[config.mk]
export PLATFORM = sky130hd
export DESIGN_NAME = irstat_regs
export DESIGN_NICKNAME = d
export VERILOG_FILES = /design/src/rtl/irstat_pkg.sv /design/src/rtl/irstat_sticky_bank.sv /design/src/rtl/irstat_irq_gen.sv /design/src/rtl/irstat_rd_mux.sv /design/src/rtl/irstat_regs.sv
export SDC_FILE = /design/constraint.sdc
export NUM_CORES = 1
export LEC_CHECK = 0
export ABC_AREA = 1
export ABC_CLOCK_PERIOD_IN_PS = 1500
export BUFFER_PORTS_ARGS = -buffer_cell sky130_fd_sc_hd__buf_2
export CAP_MARGIN = 20
export CORE_MARGIN = 8
export CORE_UTILIZATION = 31
export CTS_CLUSTER_DIAMETER = 100
export CTS_CLUSTER_SIZE = 12
export DETAILED_ROUTE_END_ITERATION = 12
export HOLD_SLACK_MARGIN = 0.08
export PLACE_DENSITY_LB_ADDON = 0.15
export SLEW_MARGIN = 20
export SYNTH_ARGS = -nofsm -noshare
export SYNTH_HDL_FRONTEND = slang
export SYNTH_SLANG_ARGS = --single-unit
[constraint.sdc]
create_clock -name clk -period 1.5 [get_ports clk]
set_input_delay 0.15 -clock clk [delete_from_list [all_inputs] [get_ports clk]]
set_output_delay 0.15 -clock clk [all_outputs]
set_load 0.01 [all_outputs]
[src/rtl/irstat_pkg.sv]
package irstat_pkg;
  localparam int REG_W  = 8;
  localparam int ST_W   = 6;
  localparam int FLAG_W = 4;
  localparam int TAG_DEF_W = 5;

  localparam int B_TUR = 0;
  localparam int B_ABT = 1;
  localparam int B_FRM = 2;
  localparam int B_EOE = 3;
  localparam int B_CRC = 4;
  localparam int B_OVR = 5;

  localparam logic [ST_W-1:0] NONMASK_BITS = ST_W'(1) << B_EOE;

  typedef logic [ST_W-1:0]   st_vec_t;
  typedef logic [FLAG_W-1:0] flag_vec_t;
endpackage

[src/rtl/irstat_sticky_bank.sv]
module irstat_sticky_bank #(
  parameter int N = 6
) (
  input  logic         clk,
  input  logic         rst_n,
  input  logic [N-1:0] set_i,
  input  logic [N-1:0] clr_i,
  output logic [N-1:0] q_o
);
  for (genvar g = 0; g < N; g++) begin : g_bit
    logic q;
    // Set has priority over clear so an event is never lost.
    always_ff @(posedge clk or negedge rst_n) begin
      if (!rst_n)          q <= 1'b0;
      else if (set_i[g])   q <= 1'b1;
      else if (clr_i[g])   q <= 1'b0;
    end
    assign q_o[g] = q;

    assert_set_sticks_R2: assert property (@(posedge clk) disable iff (!rst_n)
      set_i[g] |=> q_o[g]);
    assert_hold_R2: assert property (@(posedge clk) disable iff (!rst_n)
      (q_o[g] && !clr_i[g]) |=> q_o[g]);
    assert_clear_R3: assert property (@(posedge clk) disable iff (!rst_n)
      (clr_i[g] && !set_i[g]) |=> !q_o[g]);
    assert_set_wins_R5: assert property (@(posedge clk) disable iff (!rst_n)
      (clr_i[g] && set_i[g]) |=> q_o[g]);
  end
endmodule

[src/rtl/irstat_irq_gen.sv]
module irstat_irq_gen #(
  parameter int           N        = 6,
  parameter logic [N-1:0] FIXED_EN = '0
) (
  input  logic         clk,
  input  logic         rst_n,
  input  logic [N-1:0] status_i,
  input  logic [N-1:0] mask_i,
  output logic         irq_o
);
  logic [N-1:0] live;
  logic         irq_q;

  assign live = status_i & (~mask_i | FIXED_EN);

  always_ff @(posedge clk or negedge rst_n) begin
    if (!rst_n) irq_q <= 1'b0;
    else        irq_q <= |live;
  end
  assign irq_o = irq_q;

  assert_fixed_bits_fire_R7: assert property (@(posedge clk) disable iff (!rst_n)
    (|(status_i & FIXED_EN)) |=> irq_o);
  assert_quiet_R6: assert property (@(posedge clk) disable iff (!rst_n)
    (status_i == '0) |=> !irq_o);
endmodule

[src/rtl/irstat_rd_mux.sv]
module irstat_rd_mux #(
  parameter int WORD_W = 2,
  parameter int DATA_W = 32,
  parameter int ST_W   = 6,
  parameter int FLAG_W = 4
) (
  input  logic [WORD_W-1:0] word_i,
  input  logic [ST_W-1:0]   status_i,
  input  logic [FLAG_W-1:0] flag_i,
  output logic [DATA_W-1:0] rdata_o
);
  always_comb begin
    rdata_o = '0;
    if (word_i == WORD_W'(0))      rdata_o[ST_W-1:0]   = status_i;
    else if (word_i == WORD_W'(1)) rdata_o[FLAG_W-1:0] = flag_i;
  end
endmodule

[src/rtl/irstat_regs.sv]
module irstat_regs
  import irstat_pkg::*;
#(
  parameter int ADDR_W = 4,
  parameter int DATA_W = 32,
  parameter int TAG_W  = TAG_DEF_W
) (
  input  logic              clk,
  input  logic              rst_n,
  input  logic              bus_sel_i,
  input  logic              bus_wr_i,
  input  logic [ADDR_W-1:0] bus_addr_i,
  input  logic [DATA_W-1:0] bus_wdata_i,
  output logic [DATA_W-1:0] bus_rdata_o,
  input  logic              ev_underrun_i,
  input  logic              ev_abort_i,
  input  logic              ev_frame_i,
  input  logic              ev_crc_i,
  input  logic              ev_overrun_i,
  input  logic [TAG_W-1:0]  rx_tag_i,
  input  logic [FLAG_W-1:0] flag_i,
  input  logic [ST_W-1:0]   irq_mask_i,
  input  logic              rx_dma_want_i,
  output logic              irq_o,
  output logic              rx_dma_req_o
);
  localparam int WORD_W = ADDR_W - 2;

  logic [WORD_W-1:0] word_idx;
  st_vec_t           set_v;
  st_vec_t           clr_v;
  st_vec_t           status;
  logic              unused_bits;

  assign word_idx    = bus_addr_i[ADDR_W-1:2];
  assign unused_bits = ^{bus_addr_i[1:0], bus_wdata_i[DATA_W-1:ST_W]};

  always_comb begin
    set_v        = '0;
    set_v[B_TUR] = ev_underrun_i;
    set_v[B_ABT] = ev_abort_i;
    set_v[B_FRM] = ev_frame_i;
    set_v[B_EOE] = |rx_tag_i;
    set_v[B_CRC] = ev_crc_i;
    set_v[B_OVR] = ev_overrun_i;
  end

  assign clr_v = (bus_sel_i && bus_wr_i && word_idx == WORD_W'(0))
               ? bus_wdata_i[ST_W-1:0] : '0;

  irstat_sticky_bank #(.N(ST_W)) u_bank (
    .clk   (clk),
    .rst_n (rst_n),
    .set_i (set_v),
    .clr_i (clr_v),
    .q_o   (status)
  );

  irstat_irq_gen #(.N(ST_W), .FIXED_EN(NONMASK_BITS)) u_irq (
    .clk      (clk),
    .rst_n    (rst_n),
    .status_i (status),
    .mask_i   (irq_mask_i),
    .irq_o    (irq_o)
  );

  irstat_rd_mux #(.WORD_W(WORD_W), .DATA_W(DATA_W), .ST_W(ST_W), .FLAG_W(FLAG_W)) u_rd (
    .word_i   (word_idx),
    .status_i (status),
    .flag_i   (flag_i),
    .rdata_o  (bus_rdata_o)
  );

  assign rx_dma_req_o = rx_dma_want_i & ~status[B_EOE];

  assert_tag_sets_eoe_R8: assert property (@(posedge clk) disable iff (!rst_n)
    (|rx_tag_i) |=> status[B_EOE]);
  assert_tag_blocks_dma_R9: assert property (@(posedge clk) disable iff (!rst_n)
    (|rx_tag_i) |=> !rx_dma_req_o);
  assert_upper_zero_R1: assert property (@(posedge clk) disable iff (!rst_n)
    bus_rdata_o[DATA_W-1:REG_W] == '0);
endmodule

# After elaboration in Yosys (flattened, before gate mapping)
# Index checks and enable logic that the tools add are counted.
dict set report op_classes {
  eq_ne 1
  mux 16
  bitwise_logic 4
  reduce_logical 11
}
# cell count
set ops {}
lappend ops {{$mux 1} 12}
lappend ops {{$reduce_bool 2->1} 6}
lappend ops {{$mux 4} 2}
lappend ops {{$and 6x6->6} 1}
lappend ops {{$mux 6} 1}
lappend ops {{$not 6->6} 1}
lappend ops {{$reduce_or 6->1} 1}
lappend ops {{$reduce_or 5->1} 1}
lappend ops {{$eq 2x1->1 const B} 1}
lappend ops {{$logic_and 1x1->1} 2}
lappend ops {{$logic_not 2->1} 1}
lappend ops {{$mux 2} 1}
lappend ops {{$and 1x1->1} 1}
lappend ops {{$not 1->1} 1}
dict set report word_totals {
  reg_bits 7
  input_bits 61
  out_inout_bits 34
  word_cells 39
}

# Depth between registers and ports, before layout
# Gate-level depths: netlist of the first run.
dict set report logic_depth {
  ltp_word 5
  depth_mapped 5
  ltp_nobuf 5
}

# By module
# From an unflattened synthesis of the first run, not the netlist that was laid out.
dict set report hier_totals {
  hier_cells 120
  hier_area_um2 742.0
}
# module instances cells_per_inst area_each_um2 seq_area_each_um2
set by_module_without_submodules {}
lappend by_module_without_submodules {irstat_sticky_bank 1 36 285.3 150.1}
lappend by_module_without_submodules {irstat_rd_mux 1 46 282.8 0.0}
lappend by_module_without_submodules {irstat_regs 1 21 87.6 0.0}
lappend by_module_without_submodules {irstat_irq_gen 1 17 86.3 25.0}

# Worst setup path before layout of the first run
# No wires, ideal clock.
dict set report synth_timing {
  kind {reg2reg}
  startpoint {reg u_bank.g_bit[3].q}
  endpoint {reg u_irq.irq_q (netlist: u_irq.irq_o)}
  setup_ns 0.119
  arrival_ns 0.641
  t_required_ns 1.381
  path_slack_ns 0.740
  path_stages_with_launch 4
  n_path_buf 0
  period_less_slack_ns 0.760
  path_cell_list {dfrtp_1 o21bai_1 nor2_1 nand2_1}
}
dict set report synth_via {
  elab_chain_cells 2
}
# element line_no
set synth_rtl {}
lappend synth_rtl {{start: declaration} irstat_sticky_bank.sv:11} ;# logic q;
lappend synth_rtl {{start signal: assignment} irstat_sticky_bank.sv:14} ;# if (!rst_n) q <= 1'b0;
lappend synth_rtl {{start signal: assignment} irstat_sticky_bank.sv:15} ;# else if (set_i[g]) q <= 1'b1;
lappend synth_rtl {{start signal: assignment} irstat_sticky_bank.sv:16} ;# else if (clr_i[g]) q <= 1'b0;
lappend synth_rtl {{$and 6x6->6} irstat_irq_gen.sv:14} ;# assign live = status_i & (~mask_i | FIXED_EN);
lappend synth_rtl {{$reduce_or 6->1} irstat_irq_gen.sv:18} ;# else irq_q <= |live;
lappend synth_rtl {{end signal: assignment} irstat_irq_gen.sv:18}
lappend synth_rtl {{end: declaration} irstat_irq_gen.sv:12} ;# logic irq_q;
# No other way between the ends.
# A chain may end at the register's enable or synchronous reset.

# Worst setup path after layout of the first run
dict set report layout_timing {
  startpoint {reg u_bank.g_bit[0].q}
  endpoint {out bus_rdata_o[0]}
}
dict set report layout_via {
  elab_chain_cells 1
}
# element line_no
set layout_rtl {}
lappend layout_rtl {{start: declaration} irstat_sticky_bank.sv:11}
lappend layout_rtl {{start signal: assignment} irstat_sticky_bank.sv:14}
lappend layout_rtl {{start signal: assignment} irstat_sticky_bank.sv:15}
lappend layout_rtl {{start signal: assignment} irstat_sticky_bank.sv:16}
lappend layout_rtl {{$mux 4} irstat_rd_mux.sv:14} ;# if (word_i == WORD_W'(0)) rdata_o[ST_W-1:0] = status_i;
lappend layout_rtl {{end: declaration} irstat_regs.sv:14} ;# output logic [DATA_W-1:0] bus_rdata_o,
# No other way between the ends.

==> impl_metrics.ini, run 1 <==
[status]
status = complete, no violations

[power]
powerDensity_nw_per_um2 = 596
ir_drop_uv = 395
switching_share_pct = 29.3
pwr-share-comb_pct = 28.2
sequentialPowerShare_pct = 39.2
power.share.clock_pct = 32.5
p_leak_nw = 0.553
total_power_mw = 0.495
p_switching_mw = 0.145
cell_internal_pwr_mw = 0.350

[placement]
port_buffers = 39
place_hpwl_um = 1540
dp_slack_ns = 0.472
gp_congestion = 0.735
dp_cells = 160
postPlaceCellArea_um2 = 764

[timing]
post-route-period-util_pct = 71.9
finalCriticalPeriod_ns = 1.08
skew_ns = 0.00203
whs_ns = 0.0906
hold_viol = 0
fin_tns_setup_ns = 0
setup_viol = 0
maxSlewViolCount = 0
fmax_mhz = 928
finalWorstSetupSlack_ns = 0.422
rsz0062_at_grt = no

[synth]
synth_top_cells_by_area = buf_4, dfrtp_1, nand2_1
syn_area_per_cell_um2 = 6.70
synthArstFlopShare_pct = 100
yosys_warnings = 0
yosys.area_share.simple_pct = 28.5
yosys.area_share.adder_pct = 0
synth_top_area_share_pct = 30.6
synth_edf_count = 0
ys_seq_area_share_pct = 27.5
synth_xor_area_share_pct = 0
synth.top_cells.by_count = buf_4, nand2_1, inv_1
synth_compound_area_share_pct = 3.93
synth_top_family_by_area = buffers and inverters
synthFlopType = dfrtp_1
yosysMostFrequentCell = buf_4
ys_ff_latch = 7
synth_cell_types = 11
synth_area_um2 = 637
synth_area_leader_cell = buf_4
synthCells = 95
synth_mux_area_share_pct = 0

[floorplanning]
rows = 16
start_util_pct = 32.8
ios = 95
die-height_um = 61.3
fp.dieArea_um2 = 3760
core_area_um2 = 1940
die_w_um = 61.3

[cells_and_area]
multi_input_area_um2 = 304
layout.nets = 203
antenna_cells = 0
fin_cells = 168
drive_above_1_share_pct = 32.6
postLayoutCellArea_um2 = 831
regArea_um2 = 175
fillers = 231
area_delta_synth_final_pct = 30.5
utilization_pct = 42.8

[global_route]
grt_pass1_vias = 602
grt_pass1_wl_um = 2460
antenna_found_initial = 0
grt_max_degree = 10
track_usage_pct = 8.58
grt-ovfl-total = 0

[hold_path]
whs_path_depth = 3
holdPathEnd = u_bank.g_bit[4].q
hp-class = in -> reg
holdCritStartpoint = ev_crc_i

[worst_setup_path]
path_cells = inv_1, o21ai_2, buf_2
reg2regPathDepth = 3
r2r_end = u_irq.irq_o
path_class = reg -> out
critPathSlowestCell = dfrtp_1
reg2reg_from = u_bank.g_bit[3].q
crit_path_max_incr_delay_ns = 0.34
critPathMaxFanout = 2
cp-start-kind = flop
required_ns = 1.35
cp-end-kind = output pin
arrival_ns = 0.93
reg2reg_slack_ns = 0.67

[clocking]
clock-root-buffer = clkbuf_4
clk_pin_slew_worst_paths_ns = 0.05
cts_max_path_buffers = 2
hold_buffers = 4
clk_latency_ns = 0.24
cts_setup_buffers = 0
cts.sinks = 7
cts_tree = yes
htree_levels = 1
cts-resized-gates = 0
cts_made_buffers = 3

[routing]
wl_um = 1650
drt_first_pass_iters = 4
via_per_inst = 3.65
vias = 613
first_iter_violations = 6
drc_errors = 0
final_antenna_net_count = 0
avgRoutedWirePerCell_um = 9.83

[run]
maxCapViolCount = 0
## cell families after synthesis
kind of cell,after synthesis
AO/OA/AOI/OAI,3
AND/OR/NAND/NOR,43
buffers and inverters,41
other,1
flip-flops,7
## routing by layer
metal | vias up | GRT usage [%] | part of all wire (%)
met5 | - | 0 | 0
met4 | 0 | 2.99 | 0
met3 | 0 | 4.80 | 16
met2 | 31 | 14.0 | 50
met1 | 259 | 9.06 | 34
li1 | 323 | - | -
## worst max path at each step
stage                            from        endpoint  cells past startpoint  slack (ns)
floorplan           u_bank.g_bit[3].q     u_irq.irq_o                      3        0.74
global placement        bus_addr_i[2]  bus_rdata_o[0]                      5        0.48
detailed placement      bus_addr_i[2]  bus_rdata_o[0]                      5        0.47
CTS                 u_bank.g_bit[0].q  bus_rdata_o[0]                      3        0.40
global route        u_bank.g_bit[0].q  bus_rdata_o[0]                      3        0.36
finish              u_bank.g_bit[0].q  bus_rdata_o[0]                      3        0.42
## power by group through the flow
| stage | registers (mW) | logic, mW | clock network, mW |
|---|---|---|---|
| finish | 0.194 | 0.140 | 0.161 |
| global route | 0.194 | 0.158 | 0.185 |
| CTS | 0.194 | 0.139 | 0.173 |
| detailed placement | 0.197 | 0.131 | 0 |
| global placement | 0.197 | 0.130 | 0 |
| floorplan | 0.197 | 0.119 | 0 |
## critical path: cells and delay by family (launching register included)
kind                   cells  cell delay, ns
buffers and inverters      2            0.20
DFF                        1            0.34
AOI/OAI and AO/OA          1            0.14
## cell type report
cell class              instances  share of cell area, %
multi-input cells              72                   36.6
clock buffers                   4                   3.16
inverters                      15                   6.78
flip-flops and latches          7                   21.1
well taps                      27                   4.07
repair buffers                 43                   28.3
## placed cells by master (no fill, tap or decap), drive strengths merged
cell type and instances:
dlygate4sd3 4, o21bai 1, nor2 11, o21ai 2, nand2 22, clkbuf 4, buf 39, conb 26
dfrtp 7, nand3 10, inv 15
## flip-flops by register name, indices dropped and copies added, names as in the netlist
| signal | flops |
|---|---|
| u_irq.irq_o | 1 |
| u_bank.g_bit.q | 6 |
No activity file was read; power rests on OpenSTA's default activity.
==> run 2, diff against run 1 <==
--- a/config.mk
+++ b/config.mk
@@ -6,11 +6,11 @@
 export NUM_CORES = 1
 export LEC_CHECK = 0
 export ABC_AREA = 1
-export ABC_CLOCK_PERIOD_IN_PS = 1500
+export ABC_CLOCK_PERIOD_IN_PS = 1110
 export BUFFER_PORTS_ARGS = -buffer_cell sky130_fd_sc_hd__buf_2
 export CAP_MARGIN = 20
 export CORE_MARGIN = 8
-export CORE_UTILIZATION = 31
+export CORE_UTILIZATION = 29
 export CTS_CLUSTER_DIAMETER = 100
 export CTS_CLUSTER_SIZE = 12
 export DETAILED_ROUTE_END_ITERATION = 12
==> constraint.sdc (replaced) <==
create_clock -name clk -period 1.11 [get_ports clk]
set_input_delay 0.111 -clock clk [delete_from_list [all_inputs] [get_ports clk]]
set_output_delay 0.111 -clock clk [all_outputs]
set_load 0.01 [all_outputs]
==> impl_metrics.ini, run 2 (synthesis gave the netlist of run 1 again) <==
[status]
status = complete, no violations

[timing]
skew_ns = 0.00671
fin_tns_setup_ns = 0
fmax_mhz = 953
finalCriticalPeriod_ns = 1.05
maxSlewViolCount = 0
rsz0062_at_grt = no
post-route-period-util_pct = 94.5
hold_viol = 0
setup_viol = 0
finalWorstSetupSlack_ns = 0.0606

[floorplanning]
die_w_um = 62.9
die-height_um = 62.9
rows = 17
core_area_um2 = 2150
ios = 95
start_util_pct = 29.6
fp.dieArea_um2 = 3950

[routing]
met1_length_um = 682
drt_first_pass_iters = 2
wl_um = 1790
vias = 646
met3_length_um = 308
drc_errors = 0
final_antenna_net_count = 0
wl_met2_um = 782
via_per_inst = 3.73
avgRoutedWirePerCell_um = 10.3
first_iter_violations = 26
routed.top_layer = met4

[cells_and_area]
largest_reg_flops = 6
area_delta_synth_final_pct = 36.5
postLayoutCellArea_um2 = 870
fillers = 247
layout.nets = 207
final_cell_mix = buf_2, conb_1, nand2_1
drive_above_1_share_pct = 32.4
antenna_cells = 0
layout_commonest_cell = buf_2
top_register = u_bank.g_bit.q

[placement]
dp_slack_ns = 0.227
place_hpwl_um = 1550
port_buffers = 39
gp_congestion = 0.681
postPlaceCellArea_um2 = 773

[clocking]
cts_made_buffers = 3
cts_max_path_buffers = 2
clock-root-buffer = clkbuf_4
cts.sinks = 7
cts_setup_buffers = 0
cts_tree = yes
htree_levels = 1
cts-resized-gates = 0
clk_pin_slew_worst_paths_ns = 0.06
clk_latency_ns = 0.26

[global_route]
grt_pass1_vias = 704
grt-ovfl-total = 0
grt_max_degree = 8
antenna_found_initial = 0
grt_pass1_wl_um = 2970
track_usage_pct = 8.94

[worst_setup_path]
crit_path_max_incr_delay_ns = 0.42
critPathMaxFanout = 4
path_cells = nand2_1, nand2_1, buf_2
cpMostUsedCell = nand2_1
required_ns = 1.00
path_class = reg -> out
cp-end-kind = output pin
arrival_ns = 0.94
critPathSlowestCell = dfrtp_1
cp-start-kind = flop

[power]
total_power_mw = 0.705
powerDensity_nw_per_um2 = 810
p_leak_nw = 0.570
ir_drop_uv = 468

[run]
maxCapViolCount = 0

[hold_path]
hp-class = in -> reg
[run 2: path summary, 6_finish.rpt]
check,startpoint,endpoint,slack [ns],depth (start not counted)
max,u_bank.g_bit[3].q,bus_rdata_o[3],0.06,3
max in group asynchronous,rst_n,u_bank.g_bit[1].q,0.72,2
max reg2reg,u_bank.g_bit[3].q,u_irq.irq_o,0.25,3
min,rx_tag_i[0],u_bank.g_bit[3].q,0.12,5
min in group asynchronous,rst_n,u_bank.g_bit[3].q,0.22,2
min reg2reg,u_bank.g_bit[5].q,u_bank.g_bit[5].q,0.48,2
[run 2: cell type report]
cell class                      instances  area [um2]  area share, %
Timing Repair Buffer                   47         273           31.4
Sequential cell                         7         175           20.1
Multi-Input combinational cell         72         304           35.0
Tap cell                               28        35.0           4.03
Inverter                               15        56.3           6.47
Clock buffer                            4        26.3           3.02
[run 2: through the flow]
| stage | utilization, % | std cells | hold slack (ns) |
|---|---|---|---|
| 6_report | 40.5 | 173 | 0.121 |
| 5_1_grt | 40.5 | 173 | 0.133 |
| 4_1_cts | 40.5 | 173 | 0.126 |
| 3_5_place_dp | 36.0 | 162 | -0.0391 |
| 3_3_place_gp | 36.0 | 162 | -0.0447 |
| 2_1_floorplan | - | 120 | -0.185 |
[run 2: worst max-delay path, delay by kind of cell, from the launching register on]
family | cells | cell delay, ns
buf+inv | 1 | 0.13
flops | 1 | 0.42
simple gates | 2 | 0.13
[run 2: repair_timing]
item	CTS	global route
hold endpoints to repair	13	0
endpoints found under the setup margin	0	1
hold buffers	7	0
[run 2: metal layers]
layer  vias up  global-route usage (%)
met4         0                    4.27
met3         2                    7.35
met1       267                    8.16
met5         -                       0
li1        333                       -
met2        44                    14.0
[run 2: where the power goes]
group / switching [mW] / internal, mW / total (mW)
Clock: 0.104 / 0.138 / 0.242
Combinational: 0.115 / 0.0858 / 0.201
Sequential: 0.00249 / 0.259 / 0.262
==> run 3, diff against run 2 <==
--- a/config.mk
+++ b/config.mk
@@ -6,11 +6,12 @@
 export NUM_CORES = 1
 export LEC_CHECK = 0
 export ABC_AREA = 1
-export ABC_CLOCK_PERIOD_IN_PS = 1110
+export ABC_CLOCK_PERIOD_IN_PS = 1300
 export BUFFER_PORTS_ARGS = -buffer_cell sky130_fd_sc_hd__buf_2
 export CAP_MARGIN = 20
 export CORE_MARGIN = 8
-export CORE_UTILIZATION = 29
+export CORE_UTILIZATION = 32
+export CTS_BUF_LIST = sky130_fd_sc_hd__clkbuf_8
 export CTS_CLUSTER_DIAMETER = 100
 export CTS_CLUSTER_SIZE = 12
 export DETAILED_ROUTE_END_ITERATION = 12
==> constraint.sdc (replaced) <==
create_clock -name clk -period 1.3 [get_ports clk]
set_input_delay 0.13 -clock clk [delete_from_list [all_inputs] [get_ports clk]]
set_output_delay 0.13 -clock clk [all_outputs]
set_load 0.01 [all_outputs]
==> impl_metrics.ini, run 3 (synthesis gave the netlist of run 1 again) <==
[timing]
fmax_mhz = 963
setup_viol = 0
whs_ns = 0.0845
maxSlewViolCount = 0
fin_tns_setup_ns = 0
skew_ns = 0.00134
finalCriticalPeriod_ns = 1.04
hold_viol = 0
post-route-period-util_pct = 79.9
rsz0062_at_grt = no

[floorplanning]
die_w_um = 60.6
fp.dieArea_um2 = 3670
start_util_pct = 33.1
rows = 16
die-height_um = 60.6
ios = 95
core_area_um2 = 1920

[clocking]
clk_latency_ns = 0.22
cts_max_path_buffers = 2
cts.sinks = 7
cts_made_buffers = 3
clock-root-buffer = clkbuf_8
clk_pin_slew_worst_paths_ns = 0.04
htree_levels = 1
cts_tree = yes
hold_buffers = 1
cts_setup_buffers = 0
cts-resized-gates = 0

[cells_and_area]
final_cell_mix = buf_2, conb_1, nand2_1
largest_reg_flops = 6
layout.nets = 200
area_delta_synth_final_pct = 28.7
antenna_cells = 0
layout_commonest_cell = buf_2
top_register = u_bank.g_bit.q
drive_above_1_share_pct = 33.3

[routing]
wl_um = 1710
vias = 607
first_iter_violations = 11
via_per_inst = 3.68
drc_errors = 0
drt_first_pass_iters = 4
avgRoutedWirePerCell_um = 10.4
final_antenna_net_count = 0

[worst_setup_path]
path_cells = inv_1, o21ai_2, buf_2
cp-start-kind = flop
path_class = reg -> out
r2r_end = u_irq.irq_o
reg2reg_from = u_bank.g_bit[3].q
arrival_ns = 0.91
reg2reg_slack_ns = 0.48
required_ns = 1.17
critPathMaxFanout = 2
crit_path_max_incr_delay_ns = 0.34
critPathSlowestCell = dfrtp_1
cp-end-kind = output pin
reg2regPathDepth = 3

[hold_path]
hp-class = in -> reg
holdPathEnd = u_bank.g_bit[5].q
whs_path_depth = 3
holdCritStartpoint = ev_overrun_i

[global_route]
grt-ovfl-total = 0
antenna_found_initial = 0
track_usage_pct = 9.46
grt_pass1_wl_um = 2660
grt_pass1_vias = 640
grt_max_degree = 10

[power]
total_power_mw = 0.676
p_leak_nw = 0.552
powerDensity_nw_per_um2 = 824
ir_drop_uv = 513

[placement]
gp_congestion = 0.783
place_hpwl_um = 1490
port_buffers = 39

[status]
status = complete, no violations

[run]
maxCapViolCount = 0
-- run 3: per-layer routing --
metal	GRT usage, %	wire (um)	vias up
met4	3.99	14	0
li1	-	-	318
met1	10.0	616	246
met3	4.87	295	2
met5	0	0	-
met2	15.4	781	41
-- run 3: critical path: cells and delay by family (launching register included) --
family,cells,cell delay [ns]
flops,1,0.34
compound gates,1,0.13
buf+inv,2,0.21
-- run 3: power by group --
| part | total [mW] | internal (mW) | switching (mW) |
|---|---|---|---|
| combinational | 0.156 | 0.0595 | 0.0961 |
| clock | 0.295 | 0.204 | 0.0916 |
| sequential | 0.224 | 0.222 | 0.00215 |
-- run 3: how the worst max path moves through the flow --
stage / startpoint / cells past startpoint / to / slack, ns
after floorplan: u_bank.g_bit[3].q / 3 / u_irq.irq_o / 0.54
after global placement: bus_addr_i[2] / 5 / bus_rdata_o[0] / 0.30
after detailed placement: bus_addr_i[3] / 5 / bus_rdata_o[0] / 0.29
after CTS: u_bank.g_bit[0].q / 3 / bus_rdata_o[0] / 0.25
after global routing: u_bank.g_bit[4].q / 3 / bus_rdata_o[4] / 0.20
final: u_bank.g_bit[0].q / 3 / bus_rdata_o[0] / 0.26
-- run 3: cell type report --
type | count | area [um2]
repair buffers | 40 | 205
clock inverters | 1 | 3.75
fillers | 222 | 1100
well taps | 27 | 33.8
flip-flops and latches | 7 | 175
multi-input cells | 72 | 304
inverters | 15 | 56.3
clock buffers | 3 | 41.3
-- run 3: metrics by stage --
stage | setup slack [ns] | cell area (um2) | cells | utilization [%]
2_1_floorplan | 0.540 | 731 | 120 | -
3_3_place_gp | 0.302 | 764 | 160 | 39.8
3_5_place_dp | 0.293 | 764 | 160 | 39.8
4_1_cts | 0.253 | 820 | 165 | 42.6
5_1_grt | 0.202 | 820 | 165 | 42.6
6_report | 0.262 | 820 | 165 | 42.6
